==> config.mk <==
export PLATFORM = sky130hd
export DESIGN_NAME = spi_ctrl_core
export DESIGN_NICKNAME = d
export VERILOG_FILES = /design/src/rtl/spi_ctrl_core.sv
export SDC_FILE = /design/constraint.sdc
export NUM_CORES = 1
export LEC_CHECK = 0
export BUFFER_PORTS_ARGS = -buffer_cell sky130_fd_sc_hd__buf_2
export CAP_MARGIN = 20
export CORE_AREA = 4 4 116 63
export CTS_CLUSTER_SIZE = 25
export DETAILED_ROUTE_END_ITERATION = 6
export DIE_AREA = 0 0 120 67
export HOLD_SLACK_MARGIN = 0.06
export PLACE_DENSITY = 0.79
export SLEW_MARGIN = 20
export SYNTH_ARGS = -nofsm -noshare
export SYNTH_HDL_FRONTEND = slang
export SYNTH_SLANG_ARGS = --single-unit
==> constraint.sdc <==
create_clock -name clk -period 5 [get_ports clk]
set_input_delay 1 -clock clk [delete_from_list [all_inputs] [get_ports clk]]
set_output_delay 1 -clock clk [all_outputs]
set_load 0.005 [all_outputs]
==> src/rtl/spi_ctrl_core.sv <==
module spi_ctrl_core #(
  parameter int AW = 3,
  parameter int DIV_W = 16
) (
  input  logic          clk,
  input  logic          rst_n,
  input  logic          bus_sel,
  input  logic          bus_wr,
  input  logic [AW-1:0] bus_addr,
  input  logic [7:0]    bus_wdata,
  output logic [7:0]    bus_rdata,
  output logic          irq,
  input  logic          sck_i,
  output logic          sck_o,
  input  logic          mosi_i,
  output logic          mosi_o,
  input  logic          miso_i,
  output logic          miso_o,
  input  logic          ss_n_i
);
  localparam logic [AW-1:0] A_CTRL = AW'(0), A_STAT = AW'(1), A_DATA = AW'(2),
                            A_DIVL = AW'(3), A_DIVH = AW'(4);

  logic [7:0] ctrl_q, div_lo_q, div_hi_q, tx_sh, rx_sh, rx_data;
  logic [DIV_W-1:0] brg_q;
  logic [2:0] bit_q, sck_sync;
  logic busy_q, sck_q, done_q, wcol_q, modf_q;

  wire wr      = bus_sel & bus_wr;
  wire rd_stat = bus_sel & ~bus_wr & (bus_addr == A_STAT);
  wire en      = ctrl_q[5];
  wire mst     = ctrl_q[4];
  wire fault   = en & mst & ~ss_n_i;
  wire active  = busy_q | (bit_q != 3'd0);
  wire data_wr = wr & (bus_addr == A_DATA);
  wire collide = data_wr & en & active;
  wire start   = data_wr & en & mst & ~active & ~fault;
  wire slv_ld  = data_wr & en & ~mst & ~active;
  wire [DIV_W-1:0] divisor = DIV_W'({div_hi_q, div_lo_q});
  wire tick    = busy_q & (brg_q <= DIV_W'(1));
  wire slv     = en & ~mst & ~ss_n_i;
  wire s_rise  = slv & sck_sync[1] & ~sck_sync[2];
  wire s_fall  = slv & ~sck_sync[1] & sck_sync[2];
  wire done_set = (tick & sck_q & (bit_q == 3'd7)) | (s_rise & (bit_q == 3'd7));

  always_comb begin
    case (bus_addr)
      A_CTRL:  bus_rdata = ctrl_q;
      A_STAT:  bus_rdata = {done_q, 1'b0, wcol_q, modf_q, 4'b0};
      A_DATA:  bus_rdata = rx_data;
      A_DIVL:  bus_rdata = div_lo_q;
      A_DIVH:  bus_rdata = div_hi_q;
      default: bus_rdata = 8'h00;
    endcase
  end

  assign irq    = ctrl_q[7] & (done_q | modf_q);
  assign sck_o  = sck_q;
  assign mosi_o = en & mst & tx_sh[7];
  assign miso_o = slv & tx_sh[7];

  always_ff @(posedge clk or negedge rst_n) begin
    if (!rst_n) begin
      ctrl_q <= '0; div_lo_q <= '0; div_hi_q <= '0;
      done_q <= 1'b0; wcol_q <= 1'b0; modf_q <= 1'b0;
      sck_sync <= '0; brg_q <= '0;
    end else begin
      if (wr && bus_addr == A_CTRL) ctrl_q <= bus_wdata;
      if (wr && bus_addr == A_DIVL) div_lo_q <= bus_wdata;
      if (wr && bus_addr == A_DIVH) div_hi_q <= bus_wdata;
      if (fault) ctrl_q[5:4] <= 2'b00;
      done_q <= done_set | (done_q & ~rd_stat);
      wcol_q <= collide  | (wcol_q & ~rd_stat);
      modf_q <= fault    | (modf_q & ~rd_stat);
      sck_sync <= {sck_sync[1:0], sck_i};
      brg_q <= (!busy_q || tick) ? divisor : brg_q - DIV_W'(1);
    end
  end

  always_ff @(posedge clk or negedge rst_n) begin
    if (!rst_n) begin
      tx_sh <= '0; rx_sh <= '0; rx_data <= '0;
      bit_q <= '0; busy_q <= 1'b0; sck_q <= 1'b0;
    end else if (fault) begin
      busy_q <= 1'b0; sck_q <= 1'b0; bit_q <= '0;
    end else if (start) begin
      tx_sh <= bus_wdata; busy_q <= 1'b1; bit_q <= '0; sck_q <= 1'b0;
    end else if (tick) begin
      if (!sck_q) begin
        sck_q <= 1'b1;
        rx_sh <= {rx_sh[6:0], miso_i};
      end else begin
        sck_q <= 1'b0;
        tx_sh <= {tx_sh[6:0], 1'b0};
        bit_q <= bit_q + 3'd1;
        if (bit_q == 3'd7) begin
          busy_q  <= 1'b0;
          rx_data <= rx_sh;
        end
      end
    end else if (slv_ld) begin
      tx_sh <= bus_wdata;
    end else if (!mst && ss_n_i) begin
      bit_q <= '0;
    end else if (s_rise) begin
      rx_sh <= {rx_sh[6:0], mosi_i};
      bit_q <= bit_q + 3'd1;
      if (bit_q == 3'd7) rx_data <= {rx_sh[6:0], mosi_i};
    end else if (s_fall) begin
      tx_sh <= {tx_sh[6:0], 1'b0};
    end
  end
endmodule


==> run metrics <==
status=completed; max layer used=met4; Max VDD drop=0.000298 V; Critical Path Fanout Max=17; final setup TNS=0 ns; final setup fails=0; RSZ-0062 raised after global routing=no; DR pass1 iterations=5; clock slew at reported path FFs=0.06 ns; Site Rows=21; WL/cell=17.7 µm; CTS H-tree depth=3; post-detailed-routing wire length=8250 µm; number of CTS-inserted buffers=9; Nets=394; effective utilization at floorplan=60.9%; number of port buffers=30; Die Span X=120 µm; CP startpoint kind=input pin; CTS tree=built; fmax=314 MHz; arrival time worst endpoint=2.19 ns; Hold Violations, Final=0; io pins=31; WL met3=609 µm; relative slew slack=36.4%; CTS Root Buffer Type=clkbuf_16; worst skew pair latency=0.34 ns; synthesized area per cell=11.4 µm²; R2R setup slack=2.49 ns; met2 WL=3320 µm; DRC violations left=0; critical path launch point=bus_addr[1]; Die ar.=8040 µm²; total power=1.92 mW; initial DRC count=236; area share of the largest cell type after synthesis=48.3%; pwr dens=436 nW/µm²; kind of critical path=input pin to primary output; cells on worst reg2reg path=7; Worst Path Buf+Inv=2; post-synthesis instance total=340; gp weighted congestion=0.830; number of global-route vias before repair=2554; hold wc startpoint=sck_sync[0]; EDFF count, synth=0; GRT Residual Overflow=0; first-pass GRT wire length=13600 µm; Via-to-Cell Ratio=5.84; dpl hpwl=6100 µm; Req. time, crit path=4.00 ns; Worst Hold Path EP=sck_sync[1]; register area share after synthesis=48.3%; FF-to-FF Start=bit_q[0]; MaxCap Viol Count=0; CP Capture Type=primary output; # Post-CTS Setup Buffers=0; Least-Margin Pin Slew=0.951 ns; FF-to-FF End=tx_sh[3]; crit-path cells=buf_2, nand2_1, nor2_1, nand2_1, o21ai_0, buf_2; largest net degree at the start of global routing=76; Final ANT Viol Nets=0; CTS Sinks=75; Area Growth Syn to Fin=13.4%; Async SR Flop Fraction=100%; hold path depth=0; Final Cycle Share=63.8%; synth unique cells=51; Total Routing Usage GR=22.6%; Final Skew=0.00525 ns; critical path depth=6; post_cts resized=0; Worst Hold Class=flop to flop; initial antenna violation count=0; slowest stage cell on the critical path=buf_2; Warnings, synthesis=0; antenna fix cells=0; leak pwr=2.07 nW; Vias=2726; Pins Over Slew Limit=0; Mapped Nets=364; die height=67 µm; post-layout minimum cycle time=3.19 ns; max incr delay on CP=0.33 ns; Netlist Area Pre-Place=3890 µm²; predominant post-synthesis flop cell=dfrtp_1; dominant cells by area after synthesis=dfrtp_1, mux2_2, mux2i_1, nand2_1, o21ai_0; clock tree buffer depth=2; Hold-fix buffers, CTS=0; share of layout cells above drive strength 1=31.7%; delay-heaviest family, CP=simple AND/OR/NAND/NOR gates; flops & latches, synth=75; CORE AREA=6380 µm²; M1 wire length=4230 µm; post-synth top area cell=dfrtp_1
[state kept, by name, summed over array words and instances (netlist names), 3 cells and up]
name and count:
bit_q 3, brg_q 16, ctrl_q 8, div_hi_q 8, div_lo_q 8, rx_data 8
rx_sh 8, sck_sync 3, tx_sh 8
[routing by layer]
metal,track usage (%),up-vias
li1,-,1275
met1,34.4,1351
met5,0,-
met4,6.56,0
met3,7.38,9
met2,30.2,91
[worst max path at each step]
stage / endpoint / slack [ns]
after floorplan: bus_rdata[0] / 1.91
after global placement: bus_rdata[3] / 1.83
after detailed placement: bus_rdata[3] / 1.84
after CTS: bus_rdata[6] / 1.85
after global routing: bus_rdata[3] / 1.64
final: bus_rdata[3] / 1.81
[area by class of cell]
class                           count  area (µm²)
Fill cell                         478        1980
Multi-Input combinational cell    246        1920
Sequential cell                    75        1880
Clock buffer                       10         239
Timing Repair Buffer               31         160
Tap cell                           92         115
Clock inverter                      6        71.3
Inverter                            7        26.3
[cells in the final DEF, fill, tap and decap left out, types with 3 or more instances in the layout]
cell type | synthesis | layout
dfrtp_1 | 75 | 75
mux2_2 | 52 | 52
nand2_1 | 37 | 37
buf_2 | 3 | 29
nor2_1 | 25 | 25
o21ai_0 | 24 | 24
mux2i_1 | 14 | 14
a21oi_1 | 10 | 10
xnor2_1 | 9 | 9
clkbuf_16 | 0 | 9
mux2_4 | 8 | 8
inv_1 | 7 | 7
nand3_1 | 7 | 7
xor2_1 | 5 | 5
ha_1 | 5 | 5
nor3_1 | 4 | 4
and3_1 | 3 | 3
nand3b_1 | 3 | 3
[power by group]
part	switching (mW)	total, mW	internal [mW]
Sequential	0.137	0.865	0.729
Combinational	0.199	0.390	0.191
Clock	0.262	0.666	0.404
Total	0.597	1.92	1.32
[cell families after synthesis]
kind of cell / share of synthesized area [%]
AO/OA/AOI/OAI: 8.66
XOR/XNOR: 3.15
adder cells (fa/ha/maj): 1.61
buffers and inverters: 2.35
flip-flops: 48.3
multiplexers: 22.6
AND/OR/NAND/NOR: 13.4
[stage by stage]
step                      setup slack, ns  area (µm²)  instances  hold WS (ns)  util, %
after floorplan                      1.91        3890        340         0.331        -
after global placement               1.83        4100        451         0.334     64.2
after detailed placement             1.84        4100        451         0.343     64.2
after CTS                            1.85        4410        467         0.357     69.1
after global routing                 1.64        4410        467         0.356     69.1
final                                1.81        4410        467         0.354     69.1
[cells in the mapped netlist (all sizes together) (2+ instances only)]
| library cell | number |
|---|---|
| dfrtp | 75 |
| mux2 | 61 |
| nand2 | 38 |
| nor2 | 26 |
| o21ai | 25 |
| mux2i | 14 |
| a21oi | 10 |
| xnor2 | 9 |
| inv | 7 |
| nand3 | 7 |
| buf | 6 |
| clkbuf | 6 |
| ha | 5 |
| nor3 | 5 |
| xor2 | 5 |
| and3 | 4 |
| nor4 | 4 |
| o211ai | 4 |
| nand3b | 3 |
| a22o | 2 |
| nand4 | 2 |
| nor2b | 2 |
| nor3b | 2 |
| o2111a | 2 |
| o21a | 2 |
| or3 | 2 |
(Power assumes the default switching activity.)
